==> src/rtl/led_func_pkg.sv <==
package led_func_pkg;

    typedef enum logic [1:0] {
        ST_PER_LED = 2'd0,
        ST_CBLINK  = 2'd1,
        ST_SCAN    = 2'd2
    } ctrl_state_e;

    typedef struct packed {
        logic       link_up;
        logic [1:0] speed;
        logic       pdown;
        logic       eee;
        logic       aneg;
        logic       abist;
        logic       cdiag;
        logic       test;
    } phy_status_t;

    // 4-bit per-LED condition decode
    function automatic logic cond_hit(input logic [3:0] code, input phy_status_t s);
        logic hit;
        hit = 1'b0;
        if (code >= 4'd1 && code <= 4'd7)
            hit = s.link_up && (s.speed != 2'd3) && code[s.speed];
        else if (code == 4'd8)  hit = s.pdown;
        else if (code == 4'd9)  hit = s.eee;
        else if (code == 4'hA)  hit = s.aneg;
        else if (code == 4'hB)  hit = s.abist;
        else if (code == 4'hC)  hit = s.cdiag;
        return hit;
    endfunction

    // 3-bit chip-wide override condition decode
    function automatic logic override_hit(input logic [2:0] code, input phy_status_t s);
        logic hit;
        case (code)
            3'd1:    hit = s.link_up;
            3'd2:    hit = s.pdown;
            3'd3:    hit = s.eee;
            3'd4:    hit = s.aneg;
            3'd5:    hit = s.abist;
            3'd6:    hit = s.cdiag;
            3'd7:    hit = s.test;
            default: hit = 1'b0;
        endcase
        return hit;
    endfunction

    // Reset value of setting number k
    function automatic logic [7:0] setting_reset(input int k);
        logic [7:0] v;
        case (k)
            0:       v = 8'hC5;
            1:       v = 8'h67;
            2:       v = 8'h70;
            3:       v = 8'h03;
            4:       v = 8'h20;
            6:       v = 8'h40;
            8:       v = 8'h40;
            9:       v = 8'h20;
            default: v = 8'h00;
        endcase
        return v;
    endfunction

endpackage

==> src/rtl/led_setting_file.sv <==
module led_setting_file #(
    parameter int NUM_LEDS = 4,
    parameter int AW       = 4
) (
    input  logic                     clk,
    input  logic                     rst_n,
    input  logic                     wr_en,
    input  logic [AW-1:0]            wr_addr,
    input  logic [7:0]               wr_byte,
    input  logic [AW-1:0]            rd_addr,
    output logic [15:0]              rd_data,
    output logic [7:0]               rates,
    output logic [7:0]               overrides,
    output logic [NUM_LEDS-1:0][7:0] led_pri,
    output logic [NUM_LEDS-1:0][7:0] led_sec
);
    import led_func_pkg::*;

    localparam int NREGS = 2 + 2 * NUM_LEDS;

    logic [7:0] store [NREGS];

    always_ff @(posedge clk or negedge rst_n) begin
        if (!rst_n) begin
            for (int k = 0; k < NREGS; k++)
                store[k] <= setting_reset(k);
        end else if (wr_en && (int'(wr_addr) < NREGS)) begin
            store[wr_addr] <= wr_byte;
        end
    end

    always_comb begin
        rd_data = 16'h0000;
        for (int k = 0; k < NREGS; k++)
            if (int'(rd_addr) == k)
                rd_data = {8'h00, store[k]};
    end

    assign rates     = store[0];
    assign overrides = store[1];

    for (genvar i = 0; i < NUM_LEDS; i++) begin : g_led_cfg
        assign led_pri[i] = store[2 + 2 * i];
        assign led_sec[i] = store[3 + 2 * i];
    end

endmodule

==> src/rtl/led_blink_gen.sv <==
module led_blink_gen #(
    parameter int TICKS_PER_SEC = 1000
) (
    input  logic       clk,
    input  logic       rst_n,
    input  logic       tick,
    input  logic [1:0] rate,
    output logic       phase,
    output logic       step
);
    function automatic int at_least_one(input int v);
        return (v < 1) ? 1 : v;
    endfunction

    localparam int HALF0 = at_least_one(TICKS_PER_SEC / 4);
    localparam int HALF1 = at_least_one(TICKS_PER_SEC / 8);
    localparam int HALF2 = at_least_one(TICKS_PER_SEC / 16);
    localparam int HALF3 = at_least_one(TICKS_PER_SEC / 32);
    localparam int CW    = $clog2(HALF0 + 1);

    logic [CW-1:0] cnt_q;
    logic [CW-1:0] half_lim;
    logic [CW:0]   cnt_next;

    always_comb begin
        case (rate)
            2'd0:    half_lim = CW'(HALF0);
            2'd1:    half_lim = CW'(HALF1);
            2'd2:    half_lim = CW'(HALF2);
            default: half_lim = CW'(HALF3);
        endcase
    end

    assign cnt_next = {1'b0, cnt_q} + (CW + 1)'(1);
    assign step     = tick && (cnt_next >= {1'b0, half_lim});

    always_ff @(posedge clk or negedge rst_n) begin
        if (!rst_n) begin
            cnt_q <= '0;
            phase <= 1'b0;
        end else if (step) begin
            cnt_q <= '0;
            phase <= ~phase;
        end else if (tick) begin
            cnt_q <= cnt_next[CW-1:0];
        end
    end

endmodule

==> src/rtl/led_pulse_stretch.sv <==
module led_pulse_stretch #(
    parameter int PULSE_TICKS = 30
) (
    input  logic clk,
    input  logic rst_n,
    input  logic tick,
    input  logic fire,
    output logic active
);
    localparam int PW = $clog2(PULSE_TICKS + 1);

    logic [PW-1:0] remain_q;

    always_ff @(posedge clk or negedge rst_n) begin
        if (!rst_n)
            remain_q <= '0;
        else if (fire)
            remain_q <= PW'(PULSE_TICKS);
        else if (tick && (remain_q != '0))
            remain_q <= remain_q - PW'(1);
    end

    assign active = (remain_q != '0);

endmodule

==> src/rtl/led_func_ctrl.sv <==
module led_func_ctrl #(
    parameter int  NUM_LEDS      = 4,
    parameter int  TICKS_PER_SEC = 1000,
    parameter int  PULSE_TICKS   = 30,
    localparam int AW            = $clog2(2 + 2 * NUM_LEDS)
) (
    input  logic                clk,
    input  logic                rst_n,
    input  logic                tick_1ms,
    input  logic                link_up,
    input  logic [1:0]          link_speed,
    input  logic                pwr_down,
    input  logic                eee_active,
    input  logic                aneg_busy,
    input  logic                selftest_busy,
    input  logic                cable_diag_busy,
    input  logic                test_mode,
    input  logic                tx_act,
    input  logic                rx_act,
    input  logic                col_evt,
    input  logic                wr_en,
    input  logic [AW-1:0]       wr_addr,
    input  logic [15:0]         wr_data,
    input  logic [AW-1:0]       rd_addr,
    output logic [15:0]         rd_data,
    output logic [NUM_LEDS-1:0] led_o
);
    import led_func_pkg::*;

    phy_status_t               status;
    logic [7:0]                rates;
    logic [7:0]                overrides;
    logic [NUM_LEDS-1:0][7:0]  led_hi;
    logic [NUM_LEDS-1:0][7:0]  led_lo;
    logic                      fast_phase, fast_step;
    logic                      slow_phase, slow_step;
    logic [NUM_LEDS-1:0]       pulse_act;
    logic [NUM_LEDS-1:0]       per_led;
    logic [NUM_LEDS-1:0]       pos_q;
    logic                      unused_wr_hi;
    ctrl_state_e               state_q, state_d;

    assign unused_wr_hi = ^wr_data[15:8];

    assign status = '{link_up: link_up, speed: link_speed, pdown: pwr_down,
                      eee: eee_active, aneg: aneg_busy, abist: selftest_busy,
                      cdiag: cable_diag_busy, test: test_mode};

    led_setting_file #(.NUM_LEDS(NUM_LEDS), .AW(AW)) u_settings (
        .clk(clk), .rst_n(rst_n), .wr_en(wr_en), .wr_addr(wr_addr),
        .wr_byte(wr_data[7:0]), .rd_addr(rd_addr), .rd_data(rd_data),
        .rates(rates), .overrides(overrides), .led_pri(led_hi), .led_sec(led_lo)
    );

    led_blink_gen #(.TICKS_PER_SEC(TICKS_PER_SEC)) u_fast (
        .clk(clk), .rst_n(rst_n), .tick(tick_1ms), .rate(rates[7:6]),
        .phase(fast_phase), .step(fast_step)
    );

    led_blink_gen #(.TICKS_PER_SEC(TICKS_PER_SEC)) u_slow (
        .clk(clk), .rst_n(rst_n), .tick(tick_1ms), .rate(rates[5:4]),
        .phase(slow_phase), .step(slow_step)
    );

    logic unused_fast_step;
    assign unused_fast_step = fast_step;

    // Per-LED function: pulse > fast blink > slow blink > constant-on
    for (genvar i = 0; i < NUM_LEDS; i++) begin : g_led
        logic con_on, fast_on, slow_on, fire;

        assign con_on  = cond_hit(led_hi[i][7:4], status);
        assign fast_on = cond_hit(led_hi[i][3:0], status);
        assign slow_on = cond_hit(led_lo[i][7:4], status);
        assign fire    = |(led_lo[i][2:0] & {col_evt, rx_act, tx_act});

        led_pulse_stretch #(.PULSE_TICKS(PULSE_TICKS)) u_pulse (
            .clk(clk), .rst_n(rst_n), .tick(tick_1ms), .fire(fire),
            .active(pulse_act[i])
        );

        assign per_led[i] = pulse_act[i] ? ~con_on :
                            fast_on      ? fast_phase :
                            slow_on      ? slow_phase : con_on;
    end

    // Next-state logic
    always_comb begin
        if (override_hit(overrides[6:4], status))
            state_d = ST_SCAN;
        else if (override_hit(overrides[2:0], status))
            state_d = ST_CBLINK;
        else
            state_d = ST_PER_LED;
    end

    // State register and scan position
    always_ff @(posedge clk or negedge rst_n) begin
        if (!rst_n) begin
            state_q <= ST_PER_LED;
            pos_q   <= NUM_LEDS'(1);
        end else begin
            state_q <= state_d;
            if (state_q != ST_SCAN)
                pos_q <= NUM_LEDS'(1);
            else if (slow_step)
                pos_q <= {pos_q[NUM_LEDS-2:0], pos_q[NUM_LEDS-1]};
        end
    end

    // Output forming
    always_comb begin
        unique case (state_q)
            ST_SCAN:    led_o = pos_q;
            ST_CBLINK:  led_o = {NUM_LEDS{fast_phase}};
            ST_PER_LED: led_o = per_led;
            default:    led_o = '0;
        endcase
    end

endmodule

==> config.mk <==
export PLATFORM = sky130hd
export DESIGN_NAME = led_func_ctrl
export DESIGN_NICKNAME = d
export VERILOG_FILES = /design/src/rtl/led_func_pkg.sv /design/src/rtl/led_setting_file.sv /design/src/rtl/led_blink_gen.sv /design/src/rtl/led_pulse_stretch.sv /design/src/rtl/led_func_ctrl.sv
export SDC_FILE = /design/constraint.sdc
export NUM_CORES = 1
export LEC_CHECK = 0
export BUFFER_PORTS_ARGS = -buffer_cell sky130_fd_sc_hd__buf_2
export CAP_MARGIN = 5
export CORE_ASPECT_RATIO = 0.7
export CORE_MARGIN = 5
export CORE_UTILIZATION = 62
export DETAILED_ROUTE_END_ITERATION = 12
export GPL_TIMING_DRIVEN = 0
export PLACE_DENSITY_LB_ADDON = 0.08
export RECOVER_POWER = 50
export SLEW_MARGIN = 20
export SYNTH_ARGS = -nofsm -noshare
export SYNTH_HDL_FRONTEND = slang
export SYNTH_HIERARCHICAL = 1
export SYNTH_SLANG_ARGS = --single-unit
==> constraint.sdc <==
create_clock -name clk -period 5.34 [get_ports clk]
set_input_delay 1.068 -clock clk [delete_from_list [all_inputs] [get_ports clk]]
set_output_delay 1.068 -clock clk [all_outputs]
set_load 0.01 [all_outputs]
==> metrics.cfg, run 1 <==
[status]
outcome=finished with violations
failed_checks=max-capacitance violations, max-slew violations

[floorplanning]
die_y_um=107
dieWidth_um=148
die_area_um2=15900
initial_utilization=0.633
rows=35
io_pins=60
core-area_um2=13100

[sta]
worstMarginPinSlew_ps=2990
finalSetupTns_ps=0
finalHoldViolCount=0
setup_viol=0
timing.hold.ws_ps=509
finalCritPeriodShare=0.791
slew_headroom=-0.996
timing.final.ws_setup_ps=1120
max_freq_mhz=237
clock_skew_ps=7.53
slew_violations=55
min_period_ps=4220
rsz0062_at_grt=false

[clock_network]
clk_latency_ps=420
cts_sinks=124
cts_buffers=17
hold_buffers=0
ctsResizeCount=0
clock_path_buffers=2
h-tree-depth=4
cts_setup_buffers=0
clkTransAtPathRegs_ps=60
clockRootBuffer=clkbuf_16
cts_tree=built

[logic_synthesis]
yosysUniqueCellTypes=83
seq_area_frac_synth=0.376
synth_ff_type=dfrtp_1
synth_area_um2=8320
syn_inst=768
synth_edf_count=0
async_flop_share=1.00
ys_ff_latch=124
ys_warn_count=6
syn_avg_cell_area_um2=10.8

[routing]
vias_per_cell=6.81
drt-pass1-iter-count=7
routed_wirelength_um=23800
wire_per_inst_um=23.7
antenna_left=0
drtIter0Drc=768
drc=0
vias=6849

[hold_path]
hold_path_depth=1
hold_class=register to register

[flow_run]
cap_violations=1

[place]
gp_congestion=0.992
place_hpwl_um=16800
place_inst=972
dp_slack_ps=1240
io_buffers=30

[power]
ir_worst_vdd_mv=0.234
powerDensity_nw_per_um2=422
cellLeakagePower_nw=3.91

[critical_path]
path_class=input pin to primary output
arrival_ps=3150
worstPathMaxFanout=10
cp.required_ps=4270
ff2ff_path_depth=12
cp-start-kind=input pin
crit_path_end_kind=primary output

[global_routing]
grt-ovfl-total=0
grt_pass1_vias=6874
grt_max_degree=71
grt_first_pass_wirelength_um=37300
antenna_found_initial=1
track_usage=0.305

[finish]
area_growth_pct=11.8
fin_cells=1005
nets=883
drive_above_1_share=0.331

cell usage after synthesis, types with 5 or more instances:
library cell,number,area share
dfrtp_1,105,0.32
nand3b_1,6,0.0054
dfstp_2,19,0.060
nor2_1,15,0.0068
o31ai_1,11,0.0099
nor3_1,18,0.011
nand4_1,6,0.0045
inv_1,27,0.012
nand2b_1,19,0.014
nor2b_1,10,0.0075
buf_4,9,0.0081
mux2_2,93,0.13
buf_6,8,0.011
mux4_2,6,0.016
and2_1,5,0.0038
clkbuf_4,7,0.0063
a21oi_1,43,0.026
inv_2,5,0.0023
o221ai_1,5,0.0053
o22ai_1,17,0.013
a211o_1,6,0.0063
a21o_1,6,0.0054
ha_1,18,0.027
nor3b_1,7,0.0063
nand2_1,40,0.018
nand3_1,15,0.0090
clkbuf_1,8,0.0036
buf_2,14,0.0084
or2_2,5,0.0038
xnor2_1,6,0.0063
mux2i_1,45,0.054
o2bb2ai_1,12,0.013
o211ai_1,13,0.012
o21ai_0,16,0.0096
a221oi_1,6,0.0063
logic make-up after synthesis:
kind of cell	Yosys count	synth area share
xor gates and xnor gates	10	0.0105
adders and majority gates	18	0.0271
DFF	124	0.376
AOI/OAI and AO/OA	187	0.169
and+or+nand+nor	197	0.159
muxes	145	0.198
other	1	0.000451
buffers and inverters	86	0.0596
routing by layer:
layer  global-route usage  up-vias  wire length [um]
met4               0.0916        0               445
met3               0.0828       59              2320
li1                     -     3019                 -
met2                0.458      340             10500
met1                0.432     3431             10500
met5                    0        -                 0
where the power goes:
group,leakage (nW),internal [mW],switching [mW]
Clock,0.276,0.736,0.455
Combinational,2.18,0.599,0.624
Sequential,1.45,1.19,0.317
Total,3.91,2.53,1.40
metrics by stage:
step / area (um^2) / util / total power, mW
4_1_cts: 9340 / 0.711 / 3.90
2_1_floorplan: 8340 / - / 2.32
6_report: 9300 / 0.708 / 3.92
3_3_place_gp: 8700 / 0.662 / 2.62
5_1_grt: 9300 / 0.708 / 4.12
3_5_place_dp: 8730 / 0.665 / 2.70
registers in the layout, summed over array words and instances, names as in the netlist, 2 cells and up:
register                count
g_led.u_pulse/remain_q     20
pos_q                       4
state_q                     2
u_fast/cnt_q                8
u_settings/led_pri         32
u_settings/led_sec         32
u_settings/overrides        8
u_settings/rates            8
u_slow/cnt_q                8
critical path, stage by stage:
cell	delay, ps
buf_2	130
clkbuf_1	560
nor4bb_1	280
nor3_1	90
a21oi_1	280
mux2i_1	410
o211ai_1	160
buf_2	160
cell usage in the layout (no fill, tap or decap), types with 5 or more instances in the layout:
| cell type | n |
|---|---|
| nand3b_1 | 6 |
| nand2b_1 | 19 |
| nand4_1 | 6 |
| ha_1 | 18 |
| a21oi_1 | 43 |
| nand3_1 | 15 |
| o21ai_0 | 16 |
| mux2_2 | 93 |
| xnor2_1 | 6 |
| clkbuf_16 | 17 |
| nor4b_1 | 5 |
| dfrtp_1 | 105 |
| nor2_1 | 15 |
| nor2b_1 | 10 |
| buf_6 | 8 |
| buf_4 | 9 |
| nand2_1 | 40 |
| buf_2 | 42 |
| o211ai_1 | 13 |
| a211o_1 | 6 |
| clkbuf_1 | 12 |
| conb_1 | 8 |
| a21o_1 | 6 |
| clkinvlp_4 | 5 |
| mux2i_1 | 45 |
| dfstp_2 | 19 |
| mux4_2 | 6 |
| clkbuf_4 | 7 |
| o22ai_1 | 17 |
| o221ai_1 | 5 |
| nor3b_1 | 7 |
| nor3_1 | 18 |
| or2_2 | 5 |
| o2bb2ai_1 | 12 |
| o31ai_1 | 11 |
| inv_1 | 28 |
| a221oi_1 | 6 |
| and2_1 | 5 |
worst paths after layout:
| check | from | endpoint | slack [ps] |
|---|---|---|---|
| min in group asynchronous | rst_n | u_settings/rates[1]$_DFFE_PN0P_ | 1610 |
| max in group asynchronous | rst_n | u_fast/cnt_q[5]$_DFFE_PN0P_ | 2030 |
| worst max-delay path | aneg_busy | led_o[3] | 1120 |
| worst max register to register | u_slow/cnt_q[0]$_DFFE_PN0P_ | pos_q[3]$_DFFE_PN0P_ | 2130 |
| worst min register to register | u_settings/rates[3]$_DFFE_PN0P_ | u_settings/rates[3]$_DFFE_PN0P_ | 510 |
| worst min-delay path | u_settings/rates[3]$_DFFE_PN0P_ | u_settings/rates[3]$_DFFE_PN0P_ | 510 |
layout make-up:
cell class | instances | area (um^2)
sequential | 124 | 3130
clock buffer | 19 | 433
fill | 965 | 3840
clock inverter | 13 | 168
inverter | 36 | 163
antenna | 1 | 2.50
multi-input combinational | 565 | 4690
timing repair buffer | 31 | 175
buffer | 50 | 333
tap | 166 | 208
Note: power is estimated with default switching activity, not from simulation.
==> run 2, diff against run 1 <==
clock period = 4.2 ns   (was 5.34 ns; I/O delays follow)
==> metrics.cfg, run 2 (same netlist as run 1, synthesis figures left out) <==
[status]
outcome=finished with violations
failed_checks=max-capacitance violations, max-slew violations

[critical_path]
r2r_slack_ps=1010  ; -1120 ps
cp_slowest_stage_delay_ps=560  ; about the same
crit_path_frequent_cell=buf_2
ff2ff_path_depth=12  ; unchanged
r2r_end=pos_q[3]$_DFFE_PN0P_
slowest_stage=clkbuf_1
cp.required_ps=3360  ; -910 ps
crit_path_end_kind=primary output
arrival_ps=2910  ; -240 ps
crit_chain=buf_2 -> clkbuf_1 -> nor4bb_1 -> nor3_1 -> a21oi_1 -> mux2i_1 -> o211ai_1 -> buf_2
path_class=input pin to primary output
r2r-start=u_slow/cnt_q[0]$_DFFE_PN0P_
worstPathMaxFanout=10  ; unchanged
cp-start-kind=input pin

[place]
dp_slack_ps=553  ; -684 ps
place_hpwl_um=16800  ; unchanged
io_buffers=30  ; unchanged
gp_congestion=0.992  ; unchanged

[routing]
drtIter0Drc=785  ; +2.2%
vias=6864  ; +0.22%
antenna_left=0  ; unchanged
vias_per_cell=6.83  ; +0.22%
routed_wirelength_um=23700  ; -0.36%
drt-pass1-iter-count=6  ; -1
drc=0  ; unchanged
wire_per_inst_um=23.6  ; -0.36%

[global_routing]
grt_max_degree=71  ; unchanged
grt-ovfl-total=0  ; unchanged
grt_pass1_vias=6874  ; unchanged
grt_first_pass_wirelength_um=37300  ; unchanged
track_usage=0.305  ; unchanged
antenna_found_initial=1  ; unchanged

[sta]
finalSetupTns_ps=0  ; unchanged
slew_headroom=-0.993  ; +0.00238
timing.final.ws_setup_ps=448  ; -670 ps
timing.hold.ws_ps=512  ; +3.41 ps
finalCritPeriodShare=0.893
max_freq_mhz=266
slew_violations=55  ; unchanged
setup_viol=0  ; unchanged
worstMarginPinSlew_ps=2990  ; -3.57 ps
clock_skew_ps=7.42  ; -0.109 ps
finalHoldViolCount=0  ; unchanged
min_period_ps=3750
rsz0062_at_grt=false

[hold_path]
hold_class=register to register
hold_path_end=u_settings/led_sec[3]$_DFFE_PN0P_
min_from=u_settings/led_sec[3]$_DFFE_PN0P_
hold_path_depth=1  ; unchanged

[finish]
final_core_util=0.710  ; +0.00200
nets=883  ; unchanged
area_growth_pct=12.1
final_common_cell=dfrtp_1
drive_above_1_share=0.333  ; +0.00239
layout_common_cells=dfrtp_1 (105), mux2_2 (93), mux2i_1 (45)

[clock_network]
cts_setup_buffers=0  ; unchanged
hold_buffers=0  ; unchanged
clkTransAtPathRegs_ps=60  ; about the same
clock_path_buffers=2  ; unchanged
cts_buffers=17  ; unchanged
cts_tree=built
ctsResizeCount=0  ; unchanged
cts_sinks=124  ; unchanged
clk_latency_ps=430  ; about the same
clockRootBuffer=clkbuf_16
h-tree-depth=4  ; unchanged

[floorplanning]
initial_utilization=0.633  ; unchanged
die_area_um2=15900  ; unchanged
io_pins=60  ; unchanged
core-area_um2=13100  ; unchanged
dieWidth_um=148  ; unchanged
rows=35  ; unchanged
die_y_um=107  ; unchanged

[power]
ir_worst_vdd_mv=0.298  ; +27%
powerDensity_nw_per_um2=536  ; +27%
power.total_mw=5.00  ; +27%
cellLeakagePower_nw=3.93  ; +0.71%

[flow_run]
cap_violations=1  ; unchanged

[run 2: cell counts in the layout (fill, tap and decap cells not counted)]
No cell type changed its count.
[run 2: per-stage QoR]
step                area, um^2  instances
finish                    9330       1005
global route              9330       1005
CTS                       9340       1004
detailed placement        8730        972
global placement          8700        971
floorplan                 8340        775
[run 2: worst max path at each step]
stage                        from       end  slack (ps)  cells past startpoint
floorplan           link_speed[0]  led_o[0]        1210                      7
global placement        aneg_busy  led_o[0]         550                      9
detailed placement      aneg_busy  led_o[0]         550                      9
CTS                     aneg_busy  led_o[0]         540                      9
global route            aneg_busy  led_o[3]         390                      8
finish                  aneg_busy  led_o[3]         450                      8
[run 2: layer usage]
layer  routed length, um  up-vias  GRT usage
met5                   0        -          0
met4                 516        0     0.0916
met3                2360       60     0.0828
met2               10500      368      0.458
met1               10300     3419      0.432
li1                    -     3017          -
[run 2: report_power, final]
part / switching, mW / total, mW / internal [mW] / leakage [nW]
clock network: 0.581 / 1.52 / 0.936 / 0.276
logic: 0.794 / 1.56 / 0.764 / 2.21
registers: 0.406 / 1.92 / 1.51 / 1.45
[run 2: final cells by class]
cell class                      count  area, um^2
Clock buffer                       19         433
Timing Repair Buffer               31         175
Sequential cell                   124        3130
Antenna cell                        1        2.50
Inverter                           36         163
Tap cell                          166         208
Fill cell                         961        3810
Clock inverter                     13         168
Buffer                             50         333
Multi-Input combinational cell    565        4720
[run 2: critical path, delay by kind of cell]
family	cells	cell delay, ps
AOI/OAI and AO/OA	2	450
buffers and inverters	3	850
muxes	1	410
and+or+nand+nor	2	360
